**src/rtl/flitRxPkg.sv**
```systemverilog
package flitRxPkg;

  typedef enum logic [1:0] {
    FT_NONE = 2'd0,
    FT_HEAD = 2'd1,
    FT_DATA = 2'd2,
    FT_TAIL = 2'd3
  } flitKind_t;

  typedef enum logic [1:0] {
    ST_WAIT,
    ST_SHOW,
    ST_CRED,
    ST_HOLD
  } rxState_t;

  // strobes from control to datapath
  typedef struct packed {
    logic capture;
  } rxStrobe_t;

  function automatic logic [1:0] symValue(input logic [3:0] s);
    case (s)
      4'b0010: return 2'd1;
      4'b0100: return 2'd2;
      4'b1000: return 2'd3;
      default: return 2'd0;
    endcase
  endfunction

  function automatic logic symLegal(input logic [3:0] s);
    return (s == 4'b0001) || (s == 4'b0010) || (s == 4'b0100) || (s == 4'b1000);
  endfunction

endpackage

```
**src/rtl/flitRxDatapath.sv**
```systemverilog
module flitRxDatapath
  import flitRxPkg::*;
#(
  parameter int NBYTES = 4,
  parameter int NVC    = 4,
  parameter int VCW    = 2
) (
  input  logic                     clk,
  input  logic                     rstN,
  input  logic [3:0][NBYTES*4-1:0] rails,
  input  logic [NVC-1:0]           vcIn,
  input  logic [2:0]               typeIn,
  input  rxStrobe_t                strobe,
  output logic                     complete,
  output logic                     spacer,
  output logic [VCW-1:0]           newVc,
  output logic [1:0]               flitType,
  output logic [VCW-1:0]           flitVc,
  output logic [3:0]               flitAddrX,
  output logic [3:0]               flitAddrY,
  output logic [NBYTES*8-1:0]      flitData,
  output logic                     errorFlag
);

  localparam int SYM = NBYTES * 4;
  localparam int DW  = NBYTES * 8;

  logic [SYM-1:0] posAny;
  logic [SYM-1:0] posBad;
  logic [DW-1:0]  rawWord;

  for (genvar p = 0; p < SYM; p++) begin : g_sym
    logic [3:0] sym;
    assign sym            = {rails[3][p], rails[2][p], rails[1][p], rails[0][p]};
    assign posAny[p]      = |sym;
    assign posBad[p]      = !symLegal(sym);
    assign rawWord[2*p+:2] = symValue(sym);
  end

  assign complete = (&posAny) && (|vcIn) && (|typeIn);
  assign spacer   = (rails == '0) && (vcIn == '0) && (typeIn == '0);

  // lowest set channel wire gives the index
  always_comb begin
    newVc = '0;
    for (int i = NVC - 1; i >= 0; i--) begin
      if (vcIn[i]) newVc = VCW'(i);
    end
  end

  logic vcBad;
  assign vcBad = (vcIn == '0) || ((vcIn & (vcIn - NVC'(1))) != '0);

  flitKind_t kindNow;
  logic      typeBad;
  always_comb begin
    typeBad = 1'b0;
    case (typeIn)
      3'b001:  kindNow = FT_HEAD;
      3'b010:  kindNow = FT_DATA;
      3'b100:  kindNow = FT_TAIL;
      default: begin
        kindNow = FT_NONE;
        typeBad = 1'b1;
      end
    endcase
  end

  always_ff @(posedge clk) begin
    if (!rstN) begin
      flitType  <= FT_NONE;
      flitVc    <= '0;
      flitAddrX <= '0;
      flitAddrY <= '0;
      flitData  <= '0;
      errorFlag <= 1'b0;
    end else if (strobe.capture) begin
      flitType <= kindNow;
      flitVc   <= newVc;
      if (kindNow == FT_HEAD) begin
        flitAddrX <= rawWord[3:0];
        flitAddrY <= rawWord[7:4];
        flitData  <= rawWord >> 8;
      end else begin
        flitAddrX <= '0;
        flitAddrY <= '0;
        flitData  <= rawWord;
      end
      errorFlag <= errorFlag | (|posBad) | typeBad | vcBad;
    end
  end

endmodule

```
**src/rtl/flitRxControl.sv**
```systemverilog
module flitRxControl
  import flitRxPkg::*;
#(
  parameter int NVC = 4,
  parameter int VCW = 2
) (
  input  logic           clk,
  input  logic           rstN,
  input  logic           complete,
  input  logic           spacer,
  input  logic [VCW-1:0] newVc,
  input  logic [VCW-1:0] heldVc,
  input  logic [NVC-1:0] creditAckIn,
  input  logic           flitReady,
  output rxStrobe_t      strobe,
  output logic           flitValid,
  output logic           ackOut,
  output logic [NVC-1:0] creditOut
);

  rxState_t state;

  assign strobe.capture = (state == ST_WAIT) && complete && !creditAckIn[newVc];
  assign flitValid      = (state == ST_SHOW);

  always_ff @(posedge clk) begin
    if (!rstN) begin
      state     <= ST_WAIT;
      ackOut    <= 1'b0;
      creditOut <= '0;
    end else begin
      case (state)
        ST_WAIT: if (strobe.capture) state <= ST_SHOW;
        ST_SHOW: if (flitReady) begin
          creditOut <= NVC'(1) << heldVc;
          state     <= ST_CRED;
        end
        ST_CRED: begin
          ackOut <= 1'b1;
          state  <= ST_HOLD;
        end
        ST_HOLD: if (spacer && creditAckIn[heldVc]) begin
          ackOut    <= 1'b0;
          creditOut <= '0;
          state     <= ST_WAIT;
        end
        default: state <= ST_WAIT;
      endcase
    end
  end

endmodule

```
**src/rtl/flitReceiver.sv**
```systemverilog
module flitReceiver
  import flitRxPkg::*;
#(
  parameter int NBYTES = 4,
  parameter int NVC    = 4
) (
  input  logic                     clk,
  input  logic                     rstN,
  input  logic [3:0][NBYTES*4-1:0] rails,
  input  logic [NVC-1:0]           vcIn,
  input  logic [2:0]               typeIn,
  output logic                     ackOut,
  output logic [NVC-1:0]           creditOut,
  input  logic [NVC-1:0]           creditAckIn,
  output logic                     flitValid,
  input  logic                     flitReady,
  output logic [1:0]               flitType,
  output logic [$clog2(NVC)-1:0]   flitVc,
  output logic [3:0]               flitAddrX,
  output logic [3:0]               flitAddrY,
  output logic [NBYTES*8-1:0]      flitData,
  output logic                     errorFlag
);

  localparam int VCW = $clog2(NVC);

  rxStrobe_t      strobe;
  logic           complete;
  logic           spacer;
  logic [VCW-1:0] newVc;

  flitRxDatapath #(.NBYTES(NBYTES), .NVC(NVC), .VCW(VCW)) dp (
    .clk(clk), .rstN(rstN), .rails(rails), .vcIn(vcIn), .typeIn(typeIn),
    .strobe(strobe), .complete(complete), .spacer(spacer), .newVc(newVc),
    .flitType(flitType), .flitVc(flitVc), .flitAddrX(flitAddrX),
    .flitAddrY(flitAddrY), .flitData(flitData), .errorFlag(errorFlag)
  );

  flitRxControl #(.NVC(NVC), .VCW(VCW)) ctl (
    .clk(clk), .rstN(rstN), .complete(complete), .spacer(spacer),
    .newVc(newVc), .heldVc(flitVc), .creditAckIn(creditAckIn),
    .flitReady(flitReady), .strobe(strobe), .flitValid(flitValid),
    .ackOut(ackOut), .creditOut(creditOut)
  );

endmodule

```
**config.mk**
```make
export PLATFORM = sky130hd
export DESIGN_NAME = flitReceiver
export DESIGN_NICKNAME = d
export VERILOG_FILES = /design/src/rtl/flitRxPkg.sv /design/src/rtl/flitRxDatapath.sv /design/src/rtl/flitRxControl.sv /design/src/rtl/flitReceiver.sv
export SDC_FILE = /design/constraint.sdc
export NUM_CORES = 1
export LEC_CHECK = 0
export ABC_AREA = 1
export BUFFER_PORTS_ARGS = -buffer_cell sky130_fd_sc_hd__buf_4
export CAP_MARGIN = 20
export CORE_MARGIN = 1.5
export CORE_UTILIZATION = 46
export DETAILED_ROUTE_END_ITERATION = 8
export PLACE_DENSITY = 0.78
export SKIP_CTS_REPAIR_TIMING = 1
export SYNTH_ARGS = -nofsm -noshare
export SYNTH_HDL_FRONTEND = slang
export SYNTH_SLANG_ARGS = --single-unit
```
**constraint.sdc**
```tcl
create_clock -name clk -period 1.4 [get_ports clk]
set_input_delay 0.28 -clock clk [delete_from_list [all_inputs] [get_ports clk]]
set_output_delay 0.28 -clock clk [all_outputs]
set_load 0.02 [all_outputs]
```
==> flow_metrics.tcl, run 1 <==
set metrics [dict create \
    fraction_of_layout_instances_using_a_drive_strength_above_1_pct 36.9 \
    first_global_vias 4788 \
    max_cap_violations 0 \
    hold_depth 3 \
    ys_top_cells_by_area "sky130_fd_sc_hd__dfxtp_1 29%, sky130_fd_sc_hd__nor2_1 23%, sky130_fd_sc_hd__nand2_1 14%, sky130_fd_sc_hd__inv_1 5.0%, sky130_fd_sc_hd__nand3_1 4.6%" \
    timing.critical_path.from_type "register" \
    finalWorstSetupSlack_ns -0.186 \
    setup-violations-final 52 \
    result_of_the_run "complete, but fails checks" \
    fin_skew_ns 0.00521 \
    finalCoreUtilization_pct 79.5 \
    tritoncts "built" \
    total_global_routing_overflow 0 \
    timing.setup.critical_path_class "reg -> reg" \
    required_ns 1.63 \
    clk-insertion-delay-late_ns 0.31 \
    layout-area-overhead-vs-synth_pct 64.8 \
    layout_worst_path_cycle_share_pct 113 \
    count_of_tritonroute_iterations_in_the_first_routing_pass 5 \
    max_freq_mhz 631 \
    number_of_i_o_port_buffers 128 \
    critical_path.endpoint_type "register" \
    grt_start_max_net_pins 53 \
    cts.sinks 52 \
    hold_violations_final 0 \
    post-route-cell-area_sq_um 5860 \
    design.die.area_sq_um 8270 \
    ctsLongestPathBuffers 2 \
    hold-path-endpoint "dp.flitVc[0]" \
    drt.antenna.violating_nets 0 \
    reg2reg_depth 9 \
    timing.rr.start "ctl.state[0]" \
    row_count 31 \
    slowest_stage "sky130_fd_sc_hd__dfxtp_2" \
    initial_antenna_violation_count 0 \
    place_congestion 0.886 \
    powerDensity_nw_per_um2 1030 \
    slowest_delay_ns 0.35 \
    finalMaxSlewViolations 0 \
    relSlewSlack_pct 64.1 \
    route.detailed.wl_per_inst_um 13.8 \
    synth_cell_type_count 26 \
    die_width_um 90.9 \
    grt_pass1_wl_um 20300 \
    ports_placed_on_the_boundary 129 \
    synthesized_flop_and_latch_total 52 \
    unrepaired_setup_endpoints_after_global_routing "yes" \
    hold_path.startpoint "rstN" \
    clk_pin_slew_ns 0.09 \
    timing.reg2reg.setup_slack_ns -0.19 \
    finalNetCount 957 \
    drt_drc_violations_left 0 \
    failed_checks "negative setup slack" \
    dp_hpwl_um 10000 \
    hp-class "in -> reg" \
    n_antenna_cell 0 \
    yosys.area.top_type_share_pct 29.3 \
    worst_reg2reg_path_endpoint "ctl.state[1]" \
    cts_max_level 2 \
    synth-seq-area-share_pct 29.3 \
    detailroute.via_count 5094 \
    cts_made_buffers 5 \
    cts_root_buffer "sky130_fd_sc_hd__clkbuf_8" \
    yosysWarnings 0 \
    synthesis.area_sq_um 3560 \
    netlist_instances 630 \
    worst-path-max-fanout 6 \
    arrival_ns 1.82 \
    max-vdd-ir-drop_mv 0.523 \
    path_cells "inv_2 -> ha_4 -> nand4_1 -> nor2_2 -> nand3_4 -> buf_6 -> nand2_4 -> a21oi_1 -> nor2_2" \
    final.min_clock_period_ns 1.59 \
    synth_nets 712 \
    yosys.area.top_type "sky130_fd_sc_hd__dfxtp_1" \
    start_util_pct 48.3 \
    detail_route.wirelength_um 13400 \
    worst_margin_pin_slew_ns 0.538 \
    p_leak_uw 0.00306 \
    syn_area_per_cell_sq_um 5.64 \
    drt_iter0_markers 373 \
    die_height_um 90.9 \
    routed_via_density 5.23 \
    critical_path.most_common_cell "sky130_fd_sc_hd__nor2_2" \
    floorplan.core_area_sq_um 7370 \
    detailed_place.area_sq_um 5520 \
    grt.total_usage_pct 29.6 \
]
==> cells in the mapped netlist (all sizes together) <==
cell type  number
buf             8
a21oi          15
nand2         137
ha              4
clkbuf         11
nor3           28
a21boi          1
a32oi           6
nand3          36
a31oi           2
o21ai          49
nand4           3
nor2          229
dfxtp          52
inv            49
==> critical path: cells and delay by family, from the launching register on <==
family | cells | cell delay, ns
flops | 1 | 0.35
buf+inv | 2 | 0.26
compound gates | 1 | 0.09
simple gates | 5 | 0.67
fa+ha+maj | 1 | 0.13
==> area by class of cell <==
cell class | instances | area, sq um
Multi-Input combinational cell | 510 | 2380
Timing Repair Buffer | 257 | 2030
Fill cell | 542 | 1510
Sequential cell | 52 | 1050
Inverter | 49 | 191
Tap cell | 99 | 124
Clock buffer | 7 | 96.3
==> routing by layer <==
layer / routed length [um] / GRT usage [%]
met5: 0 / 0
met4: 484 / 13.0
met1: 5310 / 34.3
met3: 986 / 4.88
met2: 6660 / 53.0
==> flip-flops by register name, summed over array words and instances (netlist names) <==
register / flops
dp.errorFlag: 1
dp.flitType: 2
dp.flitVc: 2
dp.flitAddrY: 4
ctl.creditOut: 4
dp.flitData: 32
ctl.state: 2
ctl.ackOut: 1
dp.flitAddrX: 4
==> cell usage in the layout (no fill, tap or decap), drive strengths merged <==
master,instances
a32oi,6
ha,4
buf,256
dfxtp,52
a31oi,2
clkbuf,8
o21ai,49
a21oi,15
nand3,36
nor2,229
a21boi,1
nand2,137
nand4,3
inv,49
nor3,28
==> power breakdown <==
| group | internal, uW | switching (uW) | leakage, uW | total [uW] |
|---|---|---|---|---|
| registers | 1760 | 180 | 0.000426 | 1940 |
| clock network | 442 | 500 | 0.0000503 | 942 |
| logic | 1480 | 1680 | 0.00258 | 3160 |
| total | 3680 | 2360 | 0.00306 | 6050 |
==> worst max path at each step <==
| stage | startpoint | to | slack (ns) | cells past startpoint |
|---|---|---|---|---|
| floorplan | ctl.state[0] | dp.flitData[10] | -0.005 | 8 |
| global placement | rails[38] | ctl.creditOut[2] | -0.41 | 11 |
| detailed placement | rails[38] | ctl.state[1] | -0.48 | 11 |
| CTS | ctl.state[1] | dp.flitData[12] | -0.17 | 8 |
| global route | ctl.state[0] | ctl.state[1] | -0.27 | 10 |
| finish | ctl.state[0] | ctl.state[1] | -0.19 | 9 |
==> per-stage QoR <==
stage               power (uW)  TNS (ns)  setup slack (ns)  cells  hold slack [ns]
finish                    6050     -5.34            -0.186    974            0.448
CTS                       5590     -5.81            -0.165    969            0.417
detailed placement        4680    -13.27            -0.478    962            0.460
global route              6360    -10.35            -0.269    974            0.465
floorplan                 3360   -0.0918          -0.00466    630            0.418
global placement          4580    -12.56            -0.413    962            0.459
==> cells by family (layout without fill, tap and decap cells) <==
family                   count (synthesis)  in the layout  share of synthesized area [%]
AO/OA/AOI/OAI                           73             73                           11.2
adder cells (fa/ha/maj)                  4              4                           1.41
buffers and inverters                   68            313                           8.23
flip-flops                              52             52                           29.3
AND/OR/NAND/NOR                        433            433                           49.9
(Power assumes the default switching activity.)
==> run 2, diff against run 1 <==
==> constraint.sdc (replaced) <==
create_clock -name clk -period 1.4 [get_ports clk]
set_input_delay 0 -clock clk [delete_from_list [all_inputs] [get_ports clk]]
set_output_delay 0 -clock clk [all_outputs]
set_load 0.02 [all_outputs]
==> run 2 against run 1 <==
Non-clock buffer count shrank 82. Die area is the same. Clock power shrank 2.5%. Sequential share of layout area grew 2.2 points. The flow still finishes with violations (negative setup slack). Largest cell class unchanged. Critical path type unchanged. Final area shrank 10%. Sequential power is essentially flat. Clock skew is essentially flat. Via count shrank 8.0%. Final cell count shrank 8.3%. Setup slack lost 0.024 ns. Flip-flop and latch count is the same. Count of clock-buffer cells in the layout is the same.
==> flow_metrics.tcl, run 2 (synthesis results as in run 1) <==
set metrics [dict create \
    total_global_routing_overflow 0 \
    worst_reg2reg_path_endpoint "dp.flitData[9]" \
    dp_hpwl_um 9440 \
    hold-path-endpoint "dp.flitType[0]" \
    powerDensity_nw_per_um2 1090 \
    design.die.area_sq_um 8270 \
    number_of_i_o_port_buffers 128 \
    cts_max_level 2 \
    initial_antenna_violation_count 0 \
    finalNetCount 875 \
    slowest_delay_ns 0.33 \
    p_leak_uw 0.00267 \
    floorplan.core_area_sq_um 7370 \
    ports_placed_on_the_boundary 129 \
    required_ns 1.61 \
    final.fill_count 633 \
    result_of_the_run "complete, but fails checks" \
    fin_skew_ns 0.00485 \
    totalNegativeSetupSlack_ns -6.21 \
    finalMaxSlewViolations 0 \
    grt_start_max_net_pins 53 \
    setup-violations-final 49 \
    drt_iter0_markers 306 \
    arrival_ns 1.82 \
    hold_depth 5 \
    clk-insertion-delay-late_ns 0.31 \
    place_congestion 0.925 \
    path_cells "inv_2 -> ha_4 -> nand4_1 -> nor2_2 -> nand3_4 -> clkbuf_16 -> nor3_1 -> nor2_1" \
    unrepaired_setup_endpoints_after_global_routing "yes" \
    layout-area-overhead-vs-synth_pct 47.7 \
    layout_common_cells "213 x sky130_fd_sc_hd__nor2_1, 164 x sky130_fd_sc_hd__buf_4, 133 x sky130_fd_sc_hd__nand2_1" \
    count_of_tritonroute_iterations_in_the_first_routing_pass 5 \
    first_global_vias 4057 \
    routed_via_density 5.25 \
    max_cap_violations 0 \
    hold_path.startpoint "typeIn[2]" \
    layout_worst_path_cycle_share_pct 115 \
    reg2reg_depth 8 \
    route.detailed.wl_per_inst_um 13.9 \
    max_freq_mhz 621 \
    switchingPower_uw 2270 \
    whs_ns 0.0797 \
    cellInternalPower_uw 3450 \
    cts_made_buffers 5 \
    timing.reg2reg.setup_slack_ns -0.21 \
    worst_margin_pin_slew_ns 0.520 \
    critical_path.endpoint_type "register" \
    timing.setup.critical_path_class "reg -> reg" \
    path_buf_inv 2 \
    swShare_pct 39.7 \
    hp-class "in -> reg" \
    power.clock.fraction_pct 16.1 \
    drt_drc_violations_left 0 \
    relSlewSlack_pct 65.4 \
    clk_pin_slew_ns 0.10 \
    mostFrequentLayoutCell "sky130_fd_sc_hd__nor2_1" \
    failed_checks "negative setup slack" \
    row_count 31 \
    share_comb_of_total_power_pct 49.9 \
    drt.antenna.violating_nets 0 \
    tritoncts "built" \
    cts.sinks 52 \
    max-vdd-ir-drop_mv 0.499 \
    die_width_um 90.9 \
    place_worst_setup_slack_ns -0.213 \
    seq_power_share_pct 34.1 \
    finalWorstSetupSlack_ns -0.209 \
    largest_register_ff_count 32 \
    hold_violations_final 0 \
    timing.critical_path.from_type "register" \
    grt.total_usage_pct 27.5 \
    top_register "dp.flitData" \
    critical_path.top_delay_family "simple AND/OR/NAND/NOR gates" \
    slowest_stage "sky130_fd_sc_hd__dfxtp_2" \
    ctsLongestPathBuffers 2 \
    n_antenna_cell 0 \
    grt_pass1_wl_um 18500 \
    timing.rr.start "ctl.state[1]" \
    final.min_clock_period_ns 1.61 \
    cts_root_buffer "sky130_fd_sc_hd__clkbuf_8" \
    fraction_of_layout_instances_using_a_drive_strength_above_1_pct 29.6 \
    worst-path-max-fanout 14 \
    die_height_um 90.9 \
    detail_route.wirelength_um 12400 \
    detailroute.via_count 4686 \
    start_util_pct 48.3 \
]
[run 2: cell types whose count changed in the layout (fill, tap and decap cells not counted), moves of 3 or more]
cell and delta:
sky130_fd_sc_hd__clkbuf_16 +4, sky130_fd_sc_hd__o21ai_1 -4, sky130_fd_sc_hd__buf_4 -81, sky130_fd_sc_hd__nor3_1 +6, sky130_fd_sc_hd__o21ai_0 +4, sky130_fd_sc_hd__nor3_2 -6
sky130_fd_sc_hd__buf_6 -3
[run 2: metal layers]
metal / track usage, % / routed length (um) / up-vias
met4: 9.77 / 340 / 0
met5: 0 / 0 / -
met2: 46.2 / 5930 / 220
met3: 4.12 / 1010 / 29
met1: 35.4 / 5150 / 2108
li1: - / - / 2329
[run 2: worst min-delay path, stage by stage]
cell and delay (ns):
sky130_fd_sc_hd__buf_4 0.10, sky130_fd_sc_hd__nand2_1 0.06, sky130_fd_sc_hd__nand2_1 0.06, sky130_fd_sc_hd__o21ai_0 0.07
sky130_fd_sc_hd__nor2_1 0.07
[run 2: per-stage QoR]
stage	total power, uW	std cells	cell area [sq um]	utilization (%)
2_1_floorplan	3360	630	3570	-
3_3_place_gp	4390	877	4870	66.0
3_5_place_dp	4470	877	4870	66.0
4_1_cts	5370	885	4960	67.3
5_1_grt	6060	893	5250	71.3
6_report	5720	893	5250	71.3
[run 2: area by class of cell]
cell class	count	area, sq um	area share, %
clock buffer	7	86.3	1.64
timing repair buffer	175	1450	27.6
multi-input combinational	510	2330	44.4
inverter	49	201	3.83
tap	99	124	2.36
sequential	52	1050	20.0
clock inverter	1	7.51	0.143
[run 2: power groups by stage]
| stage | Combinational (uW) | Sequential (uW) | Clock, uW |
|---|---|---|---|
| floorplan | 1140 | 2230 | 0 |
| global placement | 2440 | 1950 | 0 |
| detailed placement | 2520 | 1950 | 0 |
| CTS | 2530 | 1920 | 916 |
| global route | 3100 | 1980 | 981 |
| finish | 2850 | 1950 | 918 |
[run 2: worst max path at each step]
stage | startpoint | endpoint | slack [ns] | depth (start not counted)
2_1_floorplan | ctl.state[0] | dp.flitData[10] | -0.005 | 8
3_3_place_gp | ctl.state[1] | dp.flitData[29] | -0.11 | 8
3_5_place_dp | ctl.state[1] | dp.flitData[29] | -0.21 | 8
4_1_cts | ctl.state[1] | dp.flitData[29] | -0.22 | 8
5_1_grt | ctl.state[1] | dp.flitData[23] | -0.31 | 8
6_report | ctl.state[1] | dp.flitData[9] | -0.21 | 8
==> run 3, diff against run 2 <==
--- a/constraint.sdc
+++ b/constraint.sdc
@@ -3,2 +3,2 @@
 set_output_delay 0 -clock clk [all_outputs]
-set_load 0.02 [all_outputs]
+set_load 0.05 [all_outputs]
==> run 3 against run 2 <==
The run still ends with negative setup slack left. First-iteration DRC count is 9.2% lower. Die area stayed put. Non-clock buffer count stayed put. Final cell count is 0.11% lower. Register-to-register slack better by 0.03 ns. Count of clock-buffer cells in the layout is 1 lower. Final area is 0.48% lower. Clock power is 9.3% lower. Setup slack better by 0.035 ns. Global-route usage is 0.13 points lower. Utilization is 0.34 points lower.
==> flow_metrics.tcl, run 3 (synthesis results as in run 1) <==
set metrics [dict create \
    result_of_the_run "complete, but fails checks" \
    failed_checks "negative setup slack" \
    hp-class "in -> reg" \
    first_global_vias 4028 \
    die_width_um 90.9 \
    tritoncts "built" \
    worst-path-max-fanout 22 \
    n_antenna_cell 0 \
    arrival_ns 1.79 \
    clk-insertion-delay-late_ns 0.31 \
    largest_register_ff_count 32 \
    detail_route.wirelength_um 12100 \
    mostFrequentLayoutCell "sky130_fd_sc_hd__nor2_1" \
    design.die.area_sq_um 8270 \
    cts_root_buffer "sky130_fd_sc_hd__clkbuf_8" \
    critical_path.endpoint_type "register" \
    layout_common_cells "214 x sky130_fd_sc_hd__nor2_1, 166 x sky130_fd_sc_hd__buf_4, 134 x sky130_fd_sc_hd__nand2_1" \
    drt.antenna.violating_nets 0 \
    whs_ns 0.0654 \
    finalWorstSetupSlack_ns -0.174 \
    finalNetCount 875 \
    count_of_tritonroute_iterations_in_the_first_routing_pass 6 \
    ctsLongestPathBuffers 2 \
    grt_pass1_wl_um 18500 \
    final.min_clock_period_ns 1.57 \
    max_freq_mhz 635 \
    finalMaxSlewViolations 0 \
    dp_hpwl_um 9120 \
    number_of_i_o_port_buffers 128 \
    grt_start_max_net_pins 53 \
    total_global_routing_overflow 0 \
    cts.sinks 52 \
    layout_worst_path_cycle_share_pct 112 \
    ports_placed_on_the_boundary 129 \
    p_leak_uw 0.00267 \
    initial_antenna_violation_count 0 \
    layout-area-overhead-vs-synth_pct 47.0 \
    slowest_stage "sky130_fd_sc_hd__dfxtp_2" \
    start_util_pct 48.3 \
    fraction_of_layout_instances_using_a_drive_strength_above_1_pct 29.8 \
    drt_drc_violations_left 0 \
    fin_skew_ns 0.00717 \
    timing.setup.critical_path_class "reg -> reg" \
    setup-violations-final 48 \
    unrepaired_setup_endpoints_after_global_routing "yes" \
    die_height_um 90.9 \
    max_cap_violations 0 \
    hold_violations_final 0 \
    row_count 31 \
    cts_made_buffers 5 \
    cts_max_level 2 \
    powerDensity_nw_per_um2 1190 \
    worst_margin_pin_slew_ns 0.518 \
    top_register "dp.flitData" \
    relSlewSlack_pct 65.4 \
    slowest_delay_ns 0.33 \
    floorplan.core_area_sq_um 7370 \
    final_non_filler_cell_total 892 \
    clk_pin_slew_ns 0.10 \
    max-vdd-ir-drop_mv 0.665 \
    grt.total_usage_pct 27.3 \
    path_cells "inv_2 -> ha_4 -> nand4_1 -> nor2_2 -> nand3_4 -> buf_12 -> nor3_1 -> nor2_1" \
    routed_via_density 5.25 \
    route.detailed.wl_per_inst_um 13.5 \
    required_ns 1.61 \
    place_congestion 0.920 \
    timing.critical_path.from_type "register" \
    placed_cells 879 \
    detailroute.via_count 4684 \
    drt_iter0_markers 278 \
]
run 3: cell types whose count changed in the layout (fill, tap and decap cells not counted), sizes merged:
cell,delta
clkbuf,-3
clkinvlp,-1
clkinv,+1
buf,+2
run 3: worst max-delay path, delay by kind of cell (launching register included):
family / cells / cell delay, ns
adder cells (fa/ha/maj): 1 / 0.14
flip-flops: 1 / 0.33
AND/OR/NAND/NOR: 5 / 0.70
buffers and inverters: 2 / 0.30
run 3: layout make-up:
class                   instances  area (sq um)
clock inverters                 1          5.00
well taps                      99           124
fillers                       647          2140
flip-flops and latches         52          1050
multi-input cells             510          2350
inverters                      49           201
repair buffers                175          1420
clock buffers                   6          72.6
run 3: layer usage:
metal	GRT usage (%)	vias up	share of wire (%)
li1	-	2324	-
met1	37.0	2117	42
met2	45.6	211	49
met3	3.20	32	7.4
met4	7.42	0	2.5
met5	0	-	0
run 3: final timing paths:
check                    start         endpoint  slack (ns)  cells after the start
setup / recovery  ctl.state[0]  dp.flitData[17]       -0.17                      8
hold / removal         vcIn[0]     dp.flitVc[0]        0.07                      4
setup reg to reg  ctl.state[0]  dp.flitData[17]       -0.17                      8
hold reg to reg   dp.errorFlag     dp.errorFlag        0.47                      2
run 3: power by group:
| part | switching, uW | internal, uW | leakage (uW) |
|---|---|---|---|
| registers | 188 | 1760 | 0.000427 |
| logic | 2150 | 1290 | 0.00220 |
| clock network | 491 | 342 | 0.0000410 |
run 3: per-stage QoR:
step                area, sq um  total power [uW]  TNS (ns)  setup slack [ns]  utilization, %
finish                     5230              6220     -4.72            -0.174            71.0
global route               5230              6540     -8.43            -0.253            71.0
CTS                        4980              5860     -4.00            -0.172            67.5
detailed placement         4900              5060     -3.14            -0.159            66.5
global placement           4900              4990    -0.876            -0.111            66.5
floorplan                  3570              3950    -0.196          -0.00917               -
